File: config.mk
export PLATFORM = sky130hd
export DESIGN_NAME = sram_lane_ctrl
export DESIGN_NICKNAME = d
export VERILOG_FILES = /design/src/rtl/sramc_pkg.sv /design/src/rtl/sramc_lane_decode.sv /design/src/rtl/sramc_byte_gate.sv /design/src/rtl/sram_lane_ctrl.sv
export SDC_FILE = /design/constraint.sdc
export NUM_CORES = 1
export LEC_CHECK = 0
export CORE_ASPECT_RATIO = 0.8
export CORE_UTILIZATION = 44
export CTS_CLUSTER_DIAMETER = 120
export DETAILED_ROUTE_END_ITERATION = 12
export PLACE_DENSITY = 0.84
export SLEW_MARGIN = 0
export SYNTH_ARGS = -nofsm -noshare
export SYNTH_HDL_FRONTEND = slang
export SYNTH_HIERARCHICAL = 1
export SYNTH_SLANG_ARGS = --single-unit
File: constraint.sdc
create_clock -name clk -period 2.6 [get_ports clk]
set_clock_uncertainty 0.15 [all_clocks]
set_input_delay 0.26 -clock clk [delete_from_list [all_inputs] [get_ports clk]]
set_output_delay 0.26 -clock clk [all_outputs]
set_load 0.02 [all_outputs]
File: src/rtl/sramc_pkg.sv
package sramc_pkg;

    typedef enum logic [2:0] {
        ST_IDLE,
        ST_SETUP,
        ST_STROBE,
        ST_HOLD,
        ST_DONE
    } sramc_state_e;

    // Round a nanosecond minimum up to whole clocks.
    function automatic int ns_to_clk(input int ns, input int clk_ns);
        return (ns + clk_ns - 1) / clk_ns;
    endfunction

    function automatic int imax(input int a, input int b);
        return (a > b) ? a : b;
    endfunction

endpackage

File: src/rtl/sramc_lane_decode.sv
// Per-lane select and write strobe from the shared phase flags and the mask.
module sramc_lane_decode #(
    parameter int LANES = 4
) (
    input  logic             sel_act,
    input  logic             wr_act,
    input  logic [LANES-1:0] lane_mask,
    output logic [LANES-1:0] ce_n,
    output logic [LANES-1:0] we_n
);
    for (genvar l = 0; l < LANES; l++) begin : g_lane
        assign ce_n[l] = ~(sel_act & lane_mask[l]);
        assign we_n[l] = ~(wr_act & lane_mask[l]);
    end
endmodule

File: src/rtl/sramc_byte_gate.sv
// Zeroes the bytes of lanes that are not part of the access.
module sramc_byte_gate #(
    parameter int LANES  = 4,
    parameter int LANE_W = 8
) (
    input  logic [LANES*LANE_W-1:0] din,
    input  logic [LANES-1:0]        lane_mask,
    output logic [LANES*LANE_W-1:0] dout
);
    for (genvar l = 0; l < LANES; l++) begin : g_byte
        assign dout[l*LANE_W +: LANE_W] = lane_mask[l] ? din[l*LANE_W +: LANE_W] : '0;
    end
endmodule

File: src/rtl/sram_lane_ctrl.sv
module sram_lane_ctrl
    import sramc_pkg::*;
#(
    parameter int ADDR_W   = 19,
    parameter int LANES    = 4,
    parameter int LANE_W   = 8,
    parameter int CLK_NS   = 10,
    parameter int T_ACC_NS = 25,
    parameter int T_CYC_NS = 25,
    parameter int T_WP_NS  = 20,
    parameter int T_DS_NS  = 15,
    parameter int T_AH_NS  = 2
) (
    input  logic                     clk,
    input  logic                     rst_n,
    input  logic                     req,
    input  logic                     req_write,
    input  logic [ADDR_W-1:0]        req_addr,
    input  logic [LANES*LANE_W-1:0]  req_wdata,
    input  logic [LANES-1:0]         req_mask,
    output logic [LANES*LANE_W-1:0]  rsp_rdata,
    output logic                     rsp_done,
    output logic [ADDR_W-1:0]        mem_addr,
    output logic [LANES-1:0]         mem_ce_n,
    output logic [LANES-1:0]         mem_we_n,
    output logic                     mem_oe_n,
    output logic [LANES*LANE_W-1:0]  mem_dq_out,
    output logic                     mem_dq_oe,
    input  logic [LANES*LANE_W-1:0]  mem_dq_in
);
    localparam int DATA_W  = LANES * LANE_W;
    localparam int ACC_CLK = imax(1, ns_to_clk(T_ACC_NS, CLK_NS));
    localparam int CYC_CLK = imax(1, ns_to_clk(T_CYC_NS, CLK_NS));
    localparam int WP_CLK  = imax(1, ns_to_clk(T_WP_NS, CLK_NS));
    localparam int DS_CLK  = ns_to_clk(T_DS_NS, CLK_NS);
    localparam int AH_CLK  = imax(1, ns_to_clk(T_AH_NS, CLK_NS));
    // Data is already driven in SETUP, so the strobe needs DS_CLK-1 more.
    localparam int WR_STB  = imax(WP_CLK, DS_CLK - 1);
    localparam int RD_HOLD = imax(1, CYC_CLK - 1 - ACC_CLK);
    localparam int WR_HOLD = imax(AH_CLK, CYC_CLK - 1 - WR_STB);
    localparam int CNT_MAX = imax(imax(ACC_CLK, WR_STB), imax(RD_HOLD, WR_HOLD));
    localparam int CNT_W   = $clog2(CNT_MAX + 1);

    typedef struct packed {
        sramc_state_e        st;
        logic [CNT_W-1:0]    cnt;
        logic                wr;
        logic [LANES-1:0]    mask;
        logic [ADDR_W-1:0]   addr;
        logic [DATA_W-1:0]   wdata;
        logic [DATA_W-1:0]   rdata;
        logic                done;
        logic                sel_act;
        logic                wr_act;
        logic                rd_act;
        logic                dq_oe;
    } ctrl_t;

    ctrl_t               ctl_d, ctl_q;
    logic [DATA_W-1:0]   rd_gated;

    sramc_byte_gate #(.LANES(LANES), .LANE_W(LANE_W)) u_gate (
        .din       (mem_dq_in),
        .lane_mask (ctl_q.mask),
        .dout      (rd_gated)
    );

    always_comb begin
        ctl_d      = ctl_q;
        ctl_d.done = 1'b0;
        unique case (ctl_q.st)
            ST_IDLE: begin
                if (req) begin
                    ctl_d.st    = ST_SETUP;
                    ctl_d.wr    = req_write;
                    ctl_d.mask  = req_mask;
                    ctl_d.addr  = req_addr;
                    ctl_d.wdata = req_wdata;
                    ctl_d.cnt   = '0;
                end
            end
            ST_SETUP: begin
                ctl_d.st  = ST_STROBE;
                ctl_d.cnt = ctl_q.wr ? CNT_W'(WR_STB - 1) : CNT_W'(ACC_CLK - 1);
            end
            ST_STROBE: begin
                if (ctl_q.cnt == '0) begin
                    if (!ctl_q.wr) begin
                        ctl_d.rdata = rd_gated;
                    end
                    ctl_d.st  = ST_HOLD;
                    ctl_d.cnt = ctl_q.wr ? CNT_W'(WR_HOLD - 1) : CNT_W'(RD_HOLD - 1);
                end else begin
                    ctl_d.cnt = ctl_q.cnt - 1'b1;
                end
            end
            ST_HOLD: begin
                if (ctl_q.cnt == '0) begin
                    ctl_d.st   = ST_DONE;
                    ctl_d.done = 1'b1;
                end else begin
                    ctl_d.cnt = ctl_q.cnt - 1'b1;
                end
            end
            ST_DONE: begin
                ctl_d.st = ST_IDLE;
            end
            default: begin
                ctl_d.st = ST_IDLE;
            end
        endcase

        // Pin phase flags follow the next state, so they switch with it.
        ctl_d.sel_act = (ctl_d.st == ST_SETUP) || (ctl_d.st == ST_STROBE) ||
                        ((ctl_d.st == ST_HOLD) && ctl_d.wr);
        ctl_d.wr_act  = ctl_d.wr && (ctl_d.st == ST_STROBE);
        ctl_d.rd_act  = !ctl_d.wr && ((ctl_d.st == ST_SETUP) || (ctl_d.st == ST_STROBE));
        ctl_d.dq_oe   = ctl_d.wr && ((ctl_d.st == ST_SETUP) || (ctl_d.st == ST_STROBE) ||
                                     (ctl_d.st == ST_HOLD));
    end

    always_ff @(posedge clk or negedge rst_n) begin
        if (!rst_n) begin
            ctl_q <= '{st: ST_IDLE, default: '0};
        end else begin
            ctl_q <= ctl_d;
        end
    end

    sramc_lane_decode #(.LANES(LANES)) u_dec (
        .sel_act   (ctl_q.sel_act),
        .wr_act    (ctl_q.wr_act),
        .lane_mask (ctl_q.mask),
        .ce_n      (mem_ce_n),
        .we_n      (mem_we_n)
    );

    assign mem_addr   = ctl_q.addr;
    assign mem_dq_out = ctl_q.wdata;
    assign mem_dq_oe  = ctl_q.dq_oe;
    assign mem_oe_n   = ~ctl_q.rd_act;
    assign rsp_rdata  = ctl_q.rdata;
    assign rsp_done   = ctl_q.done;

    // Length of the current run of write-strobe clocks, for the pulse check.
    logic [CNT_W:0] wlow_q;
    always_ff @(posedge clk or negedge rst_n) begin
        if (!rst_n) begin
            wlow_q <= '0;
        end else if (~&mem_we_n) begin
            wlow_q <= wlow_q + 1'b1;
        end else begin
            wlow_q <= '0;
        end
    end

    a_r3_g_high_under_strobe: assert property (@(posedge clk) disable iff (!rst_n)
        (~&mem_we_n) |-> mem_oe_n);

    a_r2_no_drive_while_read: assert property (@(posedge clk) disable iff (!rst_n)
        !mem_oe_n |-> !mem_dq_oe);

    a_r10_strobe_inside_select: assert property (@(posedge clk) disable iff (!rst_n)
        ((~mem_we_n) & mem_ce_n) == '0);

    a_r6_addr_stable_selected: assert property (@(posedge clk) disable iff (!rst_n)
        ((~&mem_ce_n) && $past(~&mem_ce_n)) |-> $stable(mem_addr));

    a_r6_data_stable_driven: assert property (@(posedge clk) disable iff (!rst_n)
        (mem_dq_oe && $past(mem_dq_oe)) |-> $stable(mem_dq_out));

    a_r6_hold_after_strobe: assert property (@(posedge clk) disable iff (!rst_n)
        ($past(~&mem_we_n) && (&mem_we_n)) |-> (mem_dq_oe && (~&mem_ce_n)));

    a_r5_strobe_min_width: assert property (@(posedge clk) disable iff (!rst_n)
        ((wlow_q != '0) && (&mem_we_n)) |-> (wlow_q >= (CNT_W+1)'(WP_CLK)));

    a_r8_done_one_clock: assert property (@(posedge clk) disable iff (!rst_n)
        rsp_done |=> !rsp_done);

endmodule

# Word-level counts from Yosys, hierarchy flattened
# Cells that the tools add are included.
# word_totals
reg_bits	98
in_bits	91
output_inout_bits	94
wordCells	68
# classes
n_addsub	1
n_eq_ne	8
muxes	15
n_bitwise	18
reduce_logical	14
# op_table
operator	count
61-bit two-way mux	1
56-bit two-way mux	1
8-bit two-way mux	4
3-bit by 2-bit == test with 1-bit output (second input constant)	4
3-bit case mux with 4 select lines	1
1-bit NOT	10
1-bit bitwise AND	8
2-bit case mux with 4 select lines	1
3-bit by 1-bit == test with 1-bit output (second input constant)	2
2-bit two-way mux	3
3-bit two-way mux	2
3-bit AND reduction	2
1-bit logical AND	4
2-bit != test (second input constant)	2
4-bit nonzero test	1
3-bit logical NOT	1
1-bit logical OR	3
2-bit logical NOT	1
1-bit two-way mux	2
2-bit AND reduction	1
2-bit by 1-bit subtractor with 2-bit output (second input constant)	1
1-bit logical NOT	1

# Logic depth before layout (Yosys ltp)
# depth
ltp_word	7
ltp_mapped	6
ltp_nobuf	5

# Modules after synthesis
# The synthesis kept the hierarchy.
# by_module_without_submodules
module	instances	cells_each	area_per_inst_um2	seq_area_each_um2
sram_lane_ctrl	1	321	4520.6	2452.4
sramc_byte_gate	1	32	200.2	0.0
sramc_lane_decode	1	8	30.0	0.0

# Worst setup path after synthesis
# No wires, ideal clock.
# synth_path
kind	register -> register
startpoint	reg ctl_q[93] (netlist bit)
endpoint	reg ctl_q, in the netlist rsp_rdata[10]
setup_ps	125
arrival_time_ps	1570
required_time_ps	2325
slack_ps	755
stages_incl_launch_ff	7
n_path_buf	1
synth_period_minus_slack_ps	1845
path_cell_list	dfrtp_1 -> inv_1 -> ha_1 -> nand2_2 -> nor4_4 -> buf_6 -> mux2_2
# synth_via
elab_chain_len	2
# synth_lines
item	line	rtl
start, declared	sram_lane_ctrl.sv:59	ctrl_t ctl_d, ctl_q;
start signal, assigned	sram_lane_ctrl.sv:126	ctl_q <= ctl_d;
2-bit logical NOT	sram_lane_ctrl.sv:87	if (ctl_q.cnt == '0) begin
3-bit AND reduction (no source line)	-	
# Every way passes these cells.
# A chain may end at the register's enable or synchronous reset.

# Final worst setup path
# layout_path
startpoint	reg ctl_q[93] (netlist bit)
endpoint	reg ctl_q, in the netlist rsp_rdata[25]
# The elaborated chain is that of the path after synthesis.

==> out/metrics.cfg <==
[routing]
viasPerCell = 4.686
via_count = 2854
drt_iter0_drc = 108
drcViolationCount = 0
dr.pass1.iters = 4
drt-wirelength-per-cell_um = 15.48
ant_nets = 0
wirelength_um = 9428

[logic_synthesis]
synthArstFlopShare_pct = 100.0
yosysUniqueCellTypes = 30
ys_seq_area_share_pct = 51.62
synth_compound_gate_area_share_pct = 2.081
synth_top_area_cell = dfrtp_1
avgSynthCellArea_um2 = 13.16
synth_flop_cell = dfrtp_1
synthXorXnorAreaFrac_pct = 0
synth_top_family_by_area = multiplexers
yosysWarnings = 6
synthAdderAreaFrac_pct = 1.001
synthSimpleGateAreaFrac_pct = 7.453
synth.top_cells.by_area = dfrtp_1 52%, mux2_2 20%, buf_4 13%, and2_1 4.3%, buf_12 2.1%
synthCells = 361
synth_nets = 455
synth_edf_count = 0
synth.area.mux_share_pct = 20.86
synth-seq-cells = 98
synth_top_area_share_pct = 51.62
synth_area_um2 = 4751

[floorplan]
start_util_pct = 45.84
die_h_um = 94.94
core_area_um2 = 10360
die_x_um = 118.2
ios = 185
row_count = 33
dieArea_um2 = 11220

[worst_setup_path]
rr_startpoint = ctl_q[93]$_DFFE_PN0P_
crit_path_top_delay_cell = dfrtp_1
cp.arrival_ns = 2.16
cp_data_required_time_ns = 2.67
critPathKind = reg2reg
r2r_slack_ns = 0.51
worstReg2RegEnd = rsp_rdata[25]$_DFFE_PN0P_
path_cells = inv_1 -> ha_1 -> nand2_2 -> nor4_4 -> buf_4 -> mux2_2
critPathCaptureType = flip-flop
cp-start-kind = flip-flop
cp_slowest_stage_delay_ns = 0.41
crit_path_max_fanout = 32
ff2ff_path_depth = 6

[cts]
cts.sinks = 98
cts_root_buffer = clkbuf_16
cts-hold-fix-buffers = 1
clkTransAtPathRegs_ns = 0.06
numCtsBuffers = 9
postCtsResizedCells = 0
cts-htree-levels = 3
worstSkewPairLatency_ns = 0.34
post-cts-setup-buffers = 0
clockBufferDepth = 2
cts_tree = built

[final_layout]
final_layout_size_suffix_gt1_share_pct = 23.24
syn_to_final_growth_pct = 33.50
final_area_um2 = 6342
nNetsFinal = 560
post-route-util_pct = 61.20
stdcell_count = 609
fillers = 834
n_antenna_cell = 0

[power]
p_clk_share_pct = 16.8
seqPwrFrac_pct = 35.5
p_leak_nw = 2.675
power_w = 0.007790
pwr-share-comb_pct = 47.8
switching_share_pct = 34.86
internal_power_w = 0.005074
p_per_area_nw_per_um2 = 1228
ir_drop_uv = 665.6
power.switching_w = 0.002716

[global_routing]
first_global_vias = 3038
antenna_found_initial = 0
track_usage_pct = 17.41
grt_pass1_wl_um = 14990
grt_remaining_overflow = 0
grt_max_degree = 52

[place]
place_area_um2 = 6040
routabilityCongestion = 0.7795
numPortBuffers = 184
dp_cells = 594
dp_hpwl_um = 6946

[sta]
period_needed_ns = 2.095
setup_viol = 0
hold_viol_final = 0
layout_worst_path_cycle_share_pct = 80.57
tightestPinTransition_ns = 0.6813
slew-limit-headroom_pct = 54.01
slew_violations = 0
max_freq_mhz = 477.3
tns_ns = 0
grt_setup_unrepaired = no

[run_status]
status = completed

[hold_path]
hold_path.class = in2async

[run]
cap_violations = 0

## Yosys cell counts (all sizes together), types with 2 or more instances
| master | n |
|---|---|
| nor3 | 2 |
| and2 | 33 |
| a22o | 2 |
| inv | 5 |
| clkbuf | 3 |
| nor2 | 5 |
| o221ai | 2 |
| ha | 3 |
| mux2 | 88 |
| nand2 | 9 |
| dfrtp | 98 |
| nand2b | 3 |
| buf | 93 |
| a21oi | 4 |
## power groups by stage
| stage | Sequential, W | Combinational, W | Clock (W) |
|---|---|---|---|
| 3_3_place_gp | 0.00274 | 0.00368 | 0 |
| 5_1_grt | 0.00288 | 0.00394 | 0.00141 |
| 6_report | 0.00276 | 0.00372 | 0.00131 |
| 4_1_cts | 0.00277 | 0.00377 | 0.00135 |
| 3_5_place_dp | 0.00280 | 0.00375 | 0 |
| 2_1_floorplan | 0.00257 | 0.00308 | 0 |
## layout make-up
class / instances / area, um^2 / area share, %
inverter: 5 / 18.77 / 0.2959
clock inverter: 3 / 40.04 / 0.6313
multi-input combinational: 162 / 1491 / 23.52
clock buffer: 11 / 252.7 / 3.985
tap: 140 / 175.2 / 2.762
sequential: 98 / 2452 / 38.67
timing repair buffer: 190 / 1912 / 30.14
## layout by cell type, fill, tap and decap left out, types with 2 or more instances in the layout
cell and count:
clkbuf_16 9, nor2_1 5, nand2_1 8, dfrtp_1 98, clkbuf_8 2, buf_4 4, o221ai_1 2, clkdlybuf4s50_1 183
ha_1 3, nand2b_1 3, a21oi_1 4, clkinv_2 2, inv_1 5, nor3_1 2, and2_1 33, a22o_1 2
mux2_2 86, mux2_1 2, buf_12 2
## per-layer routing
metal  track usage (%)  part of all wire [%]  up-vias
met5                 0                     0        -
li1                  -                     -     1333
met2             29.61                    50      106
met1             20.27                    41     1394
met4             8.333                   2.7        0
met3             5.374                   5.9       21
## how the worst max path moves through the flow
stage / start / to / slack [ns]
2_1_floorplan: ctl_q[93]$_DFFE_PN0P_ / rsp_rdata[10]$_DFFE_PN0P_ / 0.76
3_3_place_gp: req / mem_dq_oe$_DFF_PN0_ / 0.41
6_report: ctl_q[93]$_DFFE_PN0P_ / rsp_rdata[25]$_DFFE_PN0P_ / 0.51
5_1_grt: ctl_q[93]$_DFFE_PN0P_ / rsp_rdata[25]$_DFFE_PN0P_ / 0.37
4_1_cts: ctl_q[93]$_DFFE_PN0P_ / rsp_rdata[25]$_DFFE_PN0P_ / 0.50
3_5_place_dp: req / mem_dq_oe$_DFF_PN0_ / 0.40
## through the flow
step | hold WS (ns) | setup slack (ns)
final | 0.3373 | 0.5051
after global routing | 0.3722 | 0.3696
after CTS | 0.3492 | 0.4978
after detailed placement | 0.1770 | 0.3974
after global placement | 0.1672 | 0.4075
after floorplan | -0.1856 | 0.7551
## state kept, by name, summed over array words and instances (netlist names)
register    cells
mem_dq_oe       1
ctl_q          13
mem_addr       19
rsp_rdata      32
mem_dq_out     32
rsp_done        1
## critical path, delay by kind of cell (launching register included)
kind | cells | cell delay [ns]
buffers and inverters | 2 | 0.50
flip-flops | 1 | 0.41
multiplexers | 1 | 0.39
adder cells (fa/ha/maj) | 1 | 0.26
AND/OR/NAND/NOR | 2 | 0.25
## logic make-up (layout without fill, tap and decap cells)
family,after synthesis,count (layout)
AO/OA/AOI/OAI,13,13
adder cells (fa/ha/maj),4,4
buffers and inverters,101,209
flip-flops,98,98
multiplexers,88,88
AND/OR/NAND/NOR,57,57
Note: power is estimated with default switching activity, not from simulation.
